==> config.mk <==
export PLATFORM = sky130hd
export DESIGN_NAME = frame_script_engine
export DESIGN_NICKNAME = d
export VERILOG_FILES = /design/src/rtl/seqlcd_pkg.sv /design/src/rtl/pace_timer.sv /design/src/rtl/byte_gate.sv /design/src/rtl/seq_ctrl.sv /design/src/rtl/frame_script_engine.sv
export SDC_FILE = /design/constraint.sdc
export NUM_CORES = 1
export LEC_CHECK = 0
export ABC_CLOCK_PERIOD_IN_PS = 8150
export CORE_ASPECT_RATIO = 0.6
export CORE_MARGIN = 10
export CORE_UTILIZATION = 40
export DETAILED_ROUTE_END_ITERATION = 10
export GPL_TIMING_DRIVEN = 0
export PLACE_DENSITY = 0.65
export SETUP_SLACK_MARGIN = 0.15
export SYNTH_ARGS = -nofsm -noshare
export SYNTH_HDL_FRONTEND = slang
export SYNTH_HIERARCHICAL = 1
export SYNTH_SLANG_ARGS = --single-unit
==> constraint.sdc <==
create_clock -name clk -period 8.15 [get_ports clk]
set_clock_uncertainty 0.15 [all_clocks]
set_input_delay 1.2225 -clock clk [delete_from_list [all_inputs] [get_ports clk]]
set_output_delay 1.2225 -clock clk [all_outputs]
set_load 0.005 [all_outputs]
==> src/rtl/seqlcd_pkg.sv <==
package seqlcd_pkg;

    typedef enum logic [1:0] {
        OP_CMD   = 2'b00,
        OP_DATA  = 2'b01,
        OP_TIMER = 2'b10,
        OP_JUMP  = 2'b11
    } opcode_e;

    typedef enum logic [3:0] {
        ST_START,
        ST_HDR,
        ST_PAY,
        ST_TMR_HI,
        ST_TMR_LO,
        ST_WAIT,
        ST_JMP_HI,
        ST_JMP_LO,
        ST_DRAIN
    } state_e;

    typedef struct packed {
        opcode_e    op;
        logic       sub;
        logic [4:0] low;
    } header_t;

    localparam int LEN_W = 6;

    function automatic logic [LEN_W-1:0] hdr_len(header_t h);
        return {h.sub, h.low};
    endfunction

    function automatic state_e hdr_next(header_t h);
        case (h.op)
            OP_CMD, OP_DATA: return ST_PAY;
            OP_TIMER:        return h.sub ? ST_WAIT : ST_TMR_HI;
            default:         return ST_JMP_HI;
        endcase
    endfunction

endpackage

==> src/rtl/pace_timer.sv <==
module pace_timer #(
    parameter int TMR_W    = 16,
    parameter int PRESCALE = 1000
) (
    input  logic             clk,
    input  logic             rst,
    input  logic             load,
    input  logic [TMR_W-1:0] load_val,
    output logic             zero
);
    localparam int PSC_W = (PRESCALE > 1) ? $clog2(PRESCALE) : 1;
    localparam logic [PSC_W-1:0] PSC_MAX = PSC_W'(PRESCALE - 1);

    logic [PSC_W-1:0] presc;
    logic [TMR_W-1:0] count;
    logic             tick;

    assign tick = (presc == PSC_MAX);
    assign zero = (count == '0);

    always_ff @(posedge clk) begin
        if (rst) begin
            presc <= '0;
            count <= '0;
        end else if (load) begin
            presc <= '0;
            count <= load_val;
        end else begin
            presc <= tick ? '0 : presc + 1'b1;
            if (tick && !zero) count <= count - 1'b1;
        end
    end
endmodule

==> src/rtl/byte_gate.sv <==
module byte_gate (
    input  logic pass_en,
    input  logic take_en,
    input  logic in_valid,
    input  logic lcd_ready,
    output logic in_ready,
    output logic lcd_valid,
    output logic fire
);
    assign in_ready  = pass_en ? lcd_ready : take_en;
    assign lcd_valid = pass_en & in_valid;
    assign fire      = in_valid & in_ready;
endmodule

==> src/rtl/seq_ctrl.sv <==
module seq_ctrl
    import seqlcd_pkg::*;
#(
    parameter int PAGE_W = 16,
    parameter int TMR_W  = 16
) (
    input  logic              clk,
    input  logic              rst,
    input  logic              fire,
    input  logic [7:0]        in_byte,
    input  logic              in_last,
    input  logic              tmr_zero,
    output logic              pass_en,
    output logic              take_en,
    output logic              tmr_load,
    output logic [TMR_W-1:0]  tmr_val,
    output logic              pg_start,
    output logic [PAGE_W-1:0] pg_num,
    output logic              lcd_is_data
);
    state_e           state, ret, nxt;
    logic [PAGE_W-1:0] page;
    logic [LEN_W-1:0]  rem;
    logic [7:0]        hi;
    logic              is_data;
    header_t           hdr;

    assign hdr         = header_t'(in_byte);
    assign pass_en     = (state == ST_PAY);
    assign take_en     = state inside {ST_HDR, ST_TMR_HI, ST_TMR_LO,
                                       ST_JMP_HI, ST_JMP_LO, ST_DRAIN};
    assign tmr_load    = fire && (state == ST_TMR_LO);
    assign tmr_val     = TMR_W'({hi, in_byte});
    assign pg_start    = (state == ST_START) && !rst;
    assign pg_num      = page;
    assign lcd_is_data = is_data;

    always_comb begin
        case (state)
            ST_HDR:    nxt = hdr_next(hdr);
            ST_PAY:    nxt = (rem == '0) ? ST_HDR : ST_PAY;
            ST_TMR_HI: nxt = ST_TMR_LO;
            ST_TMR_LO: nxt = ST_HDR;
            ST_JMP_HI: nxt = ST_JMP_LO;
            default:   nxt = ST_DRAIN;
        endcase
    end

    always_ff @(posedge clk) begin
        if (rst) begin
            state   <= ST_START;
            ret     <= ST_HDR;
            page    <= '0;
            rem     <= '0;
            hi      <= '0;
            is_data <= 1'b0;
        end else if (state == ST_START) begin
            state <= ret;
        end else if (state == ST_WAIT) begin
            if (tmr_zero) state <= ST_HDR;
        end else if (fire) begin
            case (state)
                ST_HDR: begin
                    rem     <= hdr_len(hdr);
                    is_data <= (hdr.op == OP_DATA);
                end
                ST_PAY:              rem  <= rem - 1'b1;
                ST_TMR_HI, ST_JMP_HI: hi  <= in_byte;
                ST_JMP_LO:           page <= PAGE_W'({hi, in_byte});
                default: ;
            endcase
            if (state == ST_JMP_LO || state == ST_DRAIN) begin
                if (in_last) begin
                    state <= ST_START;
                    ret   <= ST_HDR;
                end else begin
                    state <= ST_DRAIN;
                end
            end else if (in_last) begin
                page  <= page + 1'b1;
                ret   <= nxt;
                state <= ST_START;
            end else begin
                state <= nxt;
            end
        end
    end
endmodule

==> src/rtl/frame_script_engine.sv <==
module frame_script_engine #(
    parameter int PAGE_W   = 16,
    parameter int PRESCALE = 1000
) (
    input  logic              clk,
    input  logic              rst,
    output logic              pg_start,
    output logic [PAGE_W-1:0] pg_num,
    input  logic              in_valid,
    input  logic [7:0]        in_byte,
    input  logic              in_last,
    output logic              in_ready,
    output logic              lcd_valid,
    output logic [7:0]        lcd_byte,
    output logic              lcd_is_data,
    input  logic              lcd_ready
);
    localparam int TMR_W = 16;

    logic             pass_en, take_en, fire, tmr_load, tmr_zero;
    logic [TMR_W-1:0] tmr_val;

    seq_ctrl #(.PAGE_W(PAGE_W), .TMR_W(TMR_W)) u_ctrl (
        .clk         (clk),
        .rst         (rst),
        .fire        (fire),
        .in_byte     (in_byte),
        .in_last     (in_last),
        .tmr_zero    (tmr_zero),
        .pass_en     (pass_en),
        .take_en     (take_en),
        .tmr_load    (tmr_load),
        .tmr_val     (tmr_val),
        .pg_start    (pg_start),
        .pg_num      (pg_num),
        .lcd_is_data (lcd_is_data)
    );

    byte_gate u_gate (
        .pass_en   (pass_en),
        .take_en   (take_en),
        .in_valid  (in_valid),
        .lcd_ready (lcd_ready),
        .in_ready  (in_ready),
        .lcd_valid (lcd_valid),
        .fire      (fire)
    );

    pace_timer #(.TMR_W(TMR_W), .PRESCALE(PRESCALE)) u_timer (
        .clk      (clk),
        .rst      (rst),
        .load     (tmr_load),
        .load_val (tmr_val),
        .zero     (tmr_zero)
    );

    assign lcd_byte = in_byte;
endmodule

==> flow_metrics.env <==
export IMPL_cp_arrival_ns=2.88
export IMPL_grt_max_degree=12
export IMPL_start_util_pct=41.74
export IMPL_clockBufferDepth=2
export IMPL_die_w_um=147.6
export IMPL_finalSetupViolCount=0
export IMPL_grt_use_total_pct=16.93
export IMPL_cp_end_kind="output pin"
export IMPL_finalHoldViolCount=0
export IMPL_dr_total_vias=3935
export IMPL_reg2reg_slack_ns=4.63
export IMPL_leakagePower_nw=1.777
export IMPL_final_antenna_net_count=0
export IMPL_io_pins=41
export IMPL_setup_slack_ns=3.902
export IMPL_fmax_mhz=235.4
export IMPL_synth_edf_count=0
export IMPL_worstHoldPathType="reg2reg"
export IMPL_core_area_um2=9358
export IMPL_crit_type="in2out"
export IMPL_routedWlPerCell_um=17.64
export IMPL_synthCells=498
export IMPL_crit_path_end="pg_start"
export IMPL_synth_compound_area_share_pct=21.88
export IMPL_die_area_um2=14250
export IMPL_synthMuxAreaShare_pct=3.716
export IMPL_place_congestion=0.9489
export IMPL_slew_headroom_pct=52.80
export IMPL_r2r_start="u_ctrl/state[1]"
export IMPL_synthAdderAreaFrac_pct=1.281
export IMPL_ys_flop_type="dfxtp_1"
export IMPL_fillers=920
export IMPL_powerDensity_nw_per_um2=254.3
export IMPL_path_common_cell="clkdlybuf4s50_1"
export IMPL_drv_slew=0
export IMPL_cts_made_buffers=9
export IMPL_placement_rows=27
export IMPL_worstSetupPathDepth=4
export IMPL_post_place_cells=667
export IMPL_layout_nets=565
export IMPL_crit_buf_inv=3
export IMPL_final_cells=683
export IMPL_drive_gt1_share_pct=11.93
export IMPL_synth_xor_area_share_pct=4.709
export IMPL_synth_seq_area_share_pct=33.31
export IMPL_hpwlAfterDp_um=8873
export IMPL_cts_setup_buffers=0
export IMPL_syn_to_final_growth_pct=21.78
export IMPL_async_flop_share_pct=0
export IMPL_worst_ep_required_time_ns=6.78
export IMPL_cts_resized=0
export IMPL_status="complete, no violations"
export IMPL_tritoncts="built"
export IMPL_insertedDiodeCount=0
export IMPL_yosysWarnings=6
export IMPL_drv_cap=0
export IMPL_layout_common_cells="dfxtp_1, nor2_1, a21oi_1"
export IMPL_r2r_end="u_timer/count[13]"
export IMPL_ys_ff_latch=65
export IMPL_htree_num_levels=3
export IMPL_die_h_um=96.55
export IMPL_drtIter0Drc=407
export IMPL_synth_nets=515
export IMPL_holdWs_ns=0.3183
export IMPL_grt_pass1_wl_um=19200
export IMPL_crit_family="buffers and inverters"
export IMPL_critPathMaxFanout=10
export IMPL_cp_slowest_cell="clkdlybuf4s50_1"
export IMPL_avgSynthCellArea_um2=7.844
export IMPL_grt_pass1_vias=3653
export IMPL_cpPeakStageDelay_ns=0.57
export IMPL_rsz0062_at_grt="no"
export IMPL_stdcell_area_um2=4757
export IMPL_gr_total_overflow=0
export IMPL_numPortBuffers=39
export IMPL_r2r_cells=13
export IMPL_synthesis_area_um2=3906
export IMPL_firstDrtPassIters=5
export IMPL_root_buffer="clkbuf_16"
export IMPL_antenna_found_initial=0
export IMPL_yosys_area_top_type="dfxtp_1"
export IMPL_wl_um=12050
export IMPL_start_kind="input pin"
export IMPL_startpoint="rst"
export IMPL_synth_top_area_share_pct=33.31
export IMPL_finalSetupTns_ns=0
export IMPL_pre_cts_ws_ns=3.918
export IMPL_peakVddDrop_uv=157.4
export IMPL_synthSimpleGateAreaFrac_pct=24.98
export IMPL_ys_types=66
export IMPL_finish_utilization_pct=50.84
export IMPL_period_minus_slack_ns=4.248
export IMPL_worstMarginPinSlew_ns=0.7080
export IMPL_clkSlewWorstSetupHoldPaths_ns=0.06
export IMPL_ctsHoldBuffers=0
export IMPL_cts_sinks=65
export IMPL_finalPower_mw=1.210
export IMPL_layout_commonest_cell="dfxtp_1"
export IMPL_worstPathCellList="clkdlybuf4s50_1, clkbuf_1, nor2b_1, clkdlybuf4s50_1"
export IMPL_placed_cell_area_um2=4459
export IMPL_vias_per_cell=5.761
export IMPL_drc=0
export IMPL_clkLatencyLatePin_ns=0.34
export IMPL_synthTopCellsByArea="dfxtp_1, a21oi_1, nor2_1"
export IMPL_synth_top_family_by_area="simple AND/OR/NAND/NOR gates"
export IMPL_period_share_pct=52.12
worst min path at each step:
| stage | start | to | slack, ns | cells after the start |
|---|---|---|---|---|
| floorplan | u_timer/presc[0] | u_timer/presc[0] | 0.28 | 1 |
| global placement | u_timer/presc[0] | u_timer/presc[0] | 0.30 | 1 |
| detailed placement | u_ctrl/ret[3] | u_ctrl/ret[3] | 0.31 | 2 |
| CTS | u_ctrl/ret[3] | u_ctrl/ret[3] | 0.31 | 2 |
| global route | u_ctrl/ret[3] | u_ctrl/ret[3] | 0.33 | 2 |
| finish | u_ctrl/ret[3] | u_ctrl/ret[3] | 0.32 | 2 |
cells in the mapped netlist, drive strengths merged, types with 6 or more instances:
| library cell | count |
|---|---|
| a221oi | 6 |
| nand2b | 6 |
| nor3 | 19 |
| or4 | 6 |
| buf | 28 |
| nand2 | 30 |
| and3 | 10 |
| or3 | 12 |
| a211oi | 10 |
| xor2 | 10 |
| a21oi | 43 |
| mux2i | 13 |
| nor2 | 50 |
| nand3 | 23 |
| dfxtp | 65 |
| o21ai | 25 |
| nor4 | 6 |
| xnor2 | 11 |
| inv | 29 |
| clkbuf | 19 |
| o21a | 14 |
metal layers:
layer  vias up  share of wire [%]  GRT usage (%)
li1       1871                  -              -
met1      1830                 51          24.16
met2       216                 38          23.51
met3        18                9.7          5.290
met4         0                1.5          5.501
met5         -                  0              0
power breakdown:
group	leakage, nW	switching [mW]	internal (mW)	total, mW
Combinational	1.11	0.256	0.181	0.437
Clock	0.142	0.150	0.244	0.394
Sequential	0.526	0.0314	0.347	0.378
Total	1.78	0.438	0.772	1.21
cell families (layout without fill, tap and decap cells):
kind of cell | after synthesis | count (layout)
multiplexers | 14 | 14
adder cells (fa/ha/maj) | 4 | 4
XOR/XNOR | 21 | 21
flip-flops | 65 | 65
buffers and inverters | 77 | 132
AO/OA/AOI/OAI | 131 | 131
AND/OR/NAND/NOR | 186 | 186
sequential cells by signal, summed over array words and instances, names as in the netlist:
| signal | flops |
|---|---|
| u_ctrl/hi | 8 |
| u_timer/count | 16 |
| u_ctrl/lcd_is_data | 1 |
| u_ctrl/ret | 4 |
| u_timer/presc | 10 |
| u_ctrl/pg_num | 16 |
| u_ctrl/state | 4 |
| u_ctrl/rem | 6 |
cell type report:
type / count / area [um2] / area share [%]
plain buffers: 47 / 281.5 / 5.918
clock buffers: 11 / 242.7 / 5.103
clock inverters: 5 / 55.05 / 1.157
inverters: 30 / 113.9 / 2.393
multi-input cells: 356 / 2210 / 46.45
flip-flops and latches: 65 / 1301 / 27.35
well taps: 130 / 162.7 / 3.419
repair buffers: 39 / 390.4 / 8.206
tightest hold or removal path, delay by kind of cell, from the launching register on:
| kind | cells | cell delay, ns |
|---|---|---|
| AND/OR/NAND/NOR | 1 | 0.05 |
| AO/OA/AOI/OAI | 1 | 0.06 |
| flip-flops | 1 | 0.31 |
No activity file was read; power rests on OpenSTA's default activity.
